--- src/rtl/uart_chmode_pkg.sv ---
package uart_chmode_pkg;
  typedef enum logic [1:0] {
    CHM_NORMAL = 2'b00,
    CHM_ECHO   = 2'b01,
    CHM_LOCAL  = 2'b10,
    CHM_REMOTE = 2'b11
  } chmode_e;

  localparam int unsigned MODE_W = 2;
endpackage

--- src/rtl/chmode_latch.sv ---
module chmode_latch
  import uart_chmode_pkg::*;
(
  input  logic                clk_i,
  input  logic                rst_ni,
  input  logic [MODE_W-1:0]   req_i,
  input  logic                rx_idle_i,
  input  logic                tx_idle_i,
  output chmode_e             mode_o
);
  chmode_e mode_q;

  // adopt new mode only between characters on both sides
  always_ff @(posedge clk_i or negedge rst_ni) begin
    if (!rst_ni) mode_q <= CHM_NORMAL;
    else if (rx_idle_i && tx_idle_i) mode_q <= chmode_e'(req_i);
  end

  assign mode_o = mode_q;
endmodule

--- src/rtl/echo_retimer.sv ---
module echo_retimer #(
  parameter int unsigned DEPTH = 2
) (
  input  logic clk_i,
  input  logic rst_ni,
  input  logic tick_i,
  input  logic bit_i,
  input  logic brk_set_i,
  input  logic brk_clr_i,
  output logic bit_o,
  output logic brk_o
);
  logic [DEPTH-1:0] stage_q;
  logic             brk_q;

  generate
    for (genvar g = 0; g < DEPTH; g++) begin : g_stage
      always_ff @(posedge clk_i or negedge rst_ni) begin
        if (!rst_ni) stage_q[g] <= 1'b1;
        else if (tick_i) begin
          if (g == 0) stage_q[g] <= bit_i;
          else        stage_q[g] <= stage_q[(g == 0) ? 0 : g-1];
        end
      end
    end
  endgenerate

  // start bit releases the break hold and takes priority
  always_ff @(posedge clk_i or negedge rst_ni) begin
    if (!rst_ni)        brk_q <= 1'b0;
    else if (brk_clr_i) brk_q <= 1'b0;
    else if (brk_set_i) brk_q <= 1'b1;
  end

  assign bit_o = stage_q[DEPTH-1];
  assign brk_o = brk_q;
endmodule

--- src/rtl/chmode_route.sv ---
module chmode_route
  import uart_chmode_pkg::*;
(
  input  chmode_e mode_i,
  input  logic    echo_bit_i,
  input  logic    brk_i,
  input  logic    rx_pin_i,
  input  logic    core_tx_i,
  input  logic    tx_en_i,
  input  logic    core_tx_rdy_i,
  input  logic    core_tx_emt_i,
  output logic    tx_pin_o,
  output logic    core_rx_o,
  output logic    core_tx_en_o,
  output logic    tx_rdy_o,
  output logic    tx_emt_o,
  output logic    parity_chk_o,
  output logic    frame_chk_o,
  output logic    cpu_rx_en_o
);
  logic echoing, cpu_tx_link;

  always_comb begin
    echoing     = (mode_i == CHM_ECHO) || (mode_i == CHM_REMOTE);
    cpu_tx_link = !echoing;
    unique case (mode_i)
      CHM_NORMAL: begin tx_pin_o = core_tx_i; core_rx_o = rx_pin_i;  end
      CHM_LOCAL:  begin tx_pin_o = 1'b1;      core_rx_o = core_tx_i; end
      default:    begin tx_pin_o = brk_i ? 1'b0 : echo_bit_i; core_rx_o = rx_pin_i; end
    endcase
    core_tx_en_o = tx_en_i       && cpu_tx_link;
    tx_rdy_o     = core_tx_rdy_i && cpu_tx_link;
    tx_emt_o     = core_tx_emt_i && cpu_tx_link;
    parity_chk_o = (mode_i != CHM_REMOTE);
    frame_chk_o  = (mode_i != CHM_REMOTE);
    cpu_rx_en_o  = (mode_i != CHM_REMOTE);
  end
endmodule

--- src/rtl/uart_chmode.sv ---
module uart_chmode
  import uart_chmode_pkg::*;
#(
  parameter int unsigned RETIME_DEPTH = 2
) (
  input  logic       clk_i,
  input  logic       rst_ni,
  input  logic [1:0] mode_req_i,
  input  logic       rx_idle_i,
  input  logic       tx_idle_i,
  input  logic       rx_tick_i,
  input  logic       rx_start_i,
  input  logic       rx_break_i,
  input  logic       rx_pin_i,
  output logic       tx_pin_o,
  input  logic       core_tx_i,
  output logic       core_rx_o,
  input  logic       tx_en_i,
  output logic       core_tx_en_o,
  input  logic       core_tx_rdy_i,
  input  logic       core_tx_emt_i,
  output logic       tx_rdy_o,
  output logic       tx_emt_o,
  output logic       parity_chk_o,
  output logic       frame_chk_o,
  output logic       cpu_rx_en_o,
  output logic [1:0] mode_o
);
  chmode_e mode;
  logic    echo_bit, brk;

  chmode_latch u_latch (
    .clk_i, .rst_ni,
    .req_i(mode_req_i), .rx_idle_i, .tx_idle_i,
    .mode_o(mode)
  );

  echo_retimer #(.DEPTH(RETIME_DEPTH)) u_retime (
    .clk_i, .rst_ni,
    .tick_i(rx_tick_i), .bit_i(rx_pin_i),
    .brk_set_i(rx_break_i), .brk_clr_i(rx_start_i),
    .bit_o(echo_bit), .brk_o(brk)
  );

  chmode_route u_route (
    .mode_i(mode), .echo_bit_i(echo_bit), .brk_i(brk),
    .rx_pin_i, .core_tx_i, .tx_en_i, .core_tx_rdy_i, .core_tx_emt_i,
    .tx_pin_o, .core_rx_o, .core_tx_en_o, .tx_rdy_o, .tx_emt_o,
    .parity_chk_o, .frame_chk_o, .cpu_rx_en_o
  );

  assign mode_o = mode;
endmodule

--- config.mk ---
export PLATFORM = sky130hd
export DESIGN_NAME = uart_chmode
export DESIGN_NICKNAME = d
export VERILOG_FILES = /design/src/rtl/uart_chmode_pkg.sv /design/src/rtl/chmode_latch.sv /design/src/rtl/echo_retimer.sv /design/src/rtl/chmode_route.sv /design/src/rtl/uart_chmode.sv
export SDC_FILE = /design/constraint.sdc
export NUM_CORES = 1
export LEC_CHECK = 0
export ABC_AREA = 0
export ABC_CLOCK_PERIOD_IN_PS = 1400
export BUFFER_PORTS_ARGS = -buffer_cell sky130_fd_sc_hd__buf_2
export CORE_AREA = 2 2 39 41
export CTS_BUF_LIST = sky130_fd_sc_hd__clkbuf_4 sky130_fd_sc_hd__clkbuf_8
export CTS_CLUSTER_DIAMETER = 30
export DETAILED_ROUTE_END_ITERATION = 8
export DIE_AREA = 0 0 41 43
export RECOVER_POWER = 50
export SKIP_LAST_GASP = 1
export SLEW_MARGIN = 20
export SYNTH_ARGS = -nofsm -noshare
export SYNTH_HDL_FRONTEND = slang
export SYNTH_SLANG_ARGS = --single-unit
--- constraint.sdc ---
create_clock -name clk_i -period 1.4 [get_ports clk_i]
set_input_delay 0.07 -clock clk_i [delete_from_list [all_inputs] [get_ports clk_i]]
set_output_delay 0.07 -clock clk_i [all_outputs]
set_load 0.005 [all_outputs]
==> impl_metrics.csv <==
group,metric,value,unit
finish,n_antenna_cell,0,
detailed_routing,route.detailed.drc,0,
finish,ff_latch_area,128.9,sq um
worst_setup_path,critical-path-top-delay-family,"flip-flops",
timing,maxClockFrequency,758.7,MHz
grt,grt_pass1_wl,903,um
timing,fin_crit,1.318,ns
synth,yosysWarnings,0,
timing,rsz0062_at_grt,"no",
detailed_routing,viasPerCell,3.955,
detailed_routing,final_antenna_net_count,0,
grt,overflow,0,
detailed_routing,wl_per_cell,8.348,um
worst_setup_path,slowest_stage,"dfrtp_2",
placed_design,post-place-ws,0.2944,ns
timing,skew,0.0001156,ns
power,worst_ir_drop_vdd,0.3449,mV
finish,instances_no_fill,66,
grt,track_usage,8.089,%
worst_setup_path,cp_max_fo,9,
worst_setup_path,critPathMaxStageDelay,0.45,ns
timing,worstMarginPinSlew,0.2527,ns
detailed_routing,vias,261,
grt,grt_busiest_layer,"met2",
clock_tree,cts.sinks,5,
synth,ys_seq_area_share,48.34,%
placed_design,place_area,384.1,sq um
placed_design,gp_congestion,0.6387,
die,die_area,1763,sq um
synth,post-synth-top-area-cell,"dfrtp_1",
detailed_routing,wl,551,um
synth,netlist_area,264.0,sq um
detailed_routing,firstDrtPassIters,1,
clock_tree,clockBufferDepth,2,
timing,slew_headroom,83.15,%
die,start_util,19.08,%
worst_setup_path,required,1.33,ns
timing,fin_crit_sh,94.15,%
clock_tree,cts.clk_slew.worst_paths,0.04,ns
timing,slew_violations,0,
grt,grt_max_degree,10,
finish,drive_above_1_share,70.00,%
detailed_routing,drt-initial-drc-count,0,
run_status,outcome,"finished clean",
synth,synth.top_cells.by_area,"dfrtp_1, dfstp_2, mux2_2",
worst_setup_path,arrival,1.25,ns
grt,grt_pass1_vias,247,
flow_run,drv_cap,0,
power,power_density,1140,nW/um^2
grt,antenna_found_initial,0,
timing,fin_tns_setup,0,ns
synth,ys_seq_elements,5,
grt,grt_use_met1,7.895,%
placed_design,port_buffers,23,
finish,multi_input_area,121.4,sq um
worst_setup_path,critPathBufInv,1,
timing,setup_viol,0,
synth,synth.avg_cell_area,11.48,sq um
worst_setup_path,path_class,"reg2out",
worst_setup_path,start_kind,"flip-flop",
clock_tree,htreeDepth,1,
clock_tree,clkLatencyLatePin,0.24,ns
die,fp.coreArea,1384,sq um
placed_design,dp.cells,60,
die,floorplan.die.height,43,um
synth,syn-num-nets,37,
grt,use_met3,4.712,%
timing,hold_viol_final,0,
synth,netlist.area_leader.share,28.44,%
finish,area_growth,64.45,%
clock_tree,cts_buffers,3,
die,die_x,41,um
power,p_leak,0.2233,nW
grt,grt_use_met2,11.88,%
synth,netlist-cell-type-count,10,
finish,n_fill_cell,148,
hold_path,hp-class,"in2reg",
finish,finalInstanceArea,434.2,sq um
die,rows,14,
worst_setup_path,crit_chain,"nand2b_4 > mux2_4 > buf_2",
synth,synth_cells,23,
clock_tree,cts_tree,"built",
clock_tree,cts_root_buf,"clkbuf_4",
worst_setup_path,end_kind,"output port",
finish,fin_nets,65,
timing,finalWorstSetupSlack,0.08188,ns
die,io_pins,24,
## layout by cell type, fill, tap and decap left out
cell / synthesis / layout
clkbuf_1: 0 / 1
mux2_2: 4 / 4
o22ai_1: 1 / 1
dfrtp_2: 0 / 1
dlygate4sd3_1: 0 / 2
nor2_1: 3 / 3
nand2_1: 3 / 3
buf_2: 0 / 22
mux2_4: 1 / 1
dfrtp_1: 3 / 2
nor2b_1: 3 / 3
nand2b_4: 1 / 1
clkbuf_4: 0 / 4
dfstp_2: 2 / 2
## state kept, by name, summed over array words and instances, names as in the netlist
name              flops
u_latch.mode_o        2
u_retime.stage_q      1
u_retime.bit_o        1
u_retime.brk_o        1
## tightest hold or removal path: stages
cell    delay, ns
buf_2        0.07
nor2_1       0.03
nor2_1       0.07
## routing by layer
metal	share of wire (%)	routed length, um	vias to the layer above
met3	9.6	53	0
met2	52	289	10
met5	0	0	-
met1	38	208	123
met4	0	0	0
li1	-	-	128
## where the power goes
group	switching [mW]	internal [mW]
Clock	0.0604	0.127
Combinational	0.0417	0.0761
Sequential	0.0207	0.169
## cells in the mapped netlist (all sizes together)
library cell,number
dfstp,2
o22ai,1
nor2b,3
dfrtp,3
nand2b,1
mux2,5
nor2,3
nand2,3
buf,2
## metrics by stage
stage,utilization (%),hold WS [ns],power (mW)
global placement,27.76,-0.1137,0.3059
finish,31.37,0.04578,0.4950
CTS,31.37,0.03643,0.5072
global route,31.37,0.05044,0.5398
detailed placement,27.76,-0.1127,0.3076
floorplan,-,-0.2256,0.2543
## layout make-up
| cell class | count | area share [%] |
|---|---|---|
| clock buffer | 4 | 6.916 |
| multi-input combinational | 16 | 27.95 |
| sequential | 5 | 29.68 |
| tap | 16 | 4.611 |
| timing repair buffer | 25 | 30.84 |
## timing repair
item                       in CTS  in global routing
gates resized for setup         0                  1
setup buffers                   0                  0
hold buffers                    2                  0
hold endpoints to repair        6                  0
setup endpoints to repair       0                  1
## cells by family (layout without fill, tap and decap cells)
logic type	Yosys count	count (layout)	synth area share [%]
buffers and inverters	2	29	5.686
flip-flops	5	5	48.34
multiplexers	5	5	22.75
AND/OR/NAND/NOR	10	10	20.85
AO/OA/AOI/OAI	1	1	2.371
## final timing paths
path	endpoint	slack, ns	from	cells after the start
worst max-delay path	core_rx_o	0.08	u_latch.mode_o[0]	3
worst min-delay path	u_retime.brk_o	0.05	rx_break_i	3
worst max register to register	u_latch.mode_o[0]	0.56	u_latch.mode_o[0]	1
worst min register to register	u_retime.brk_o	0.51	u_retime.brk_o	2
max in group asynchronous	u_retime.bit_o	0.94	rst_ni	2
min in group asynchronous	u_latch.mode_o[1]	0.20	rst_ni	2
(Power assumes the default switching activity.)
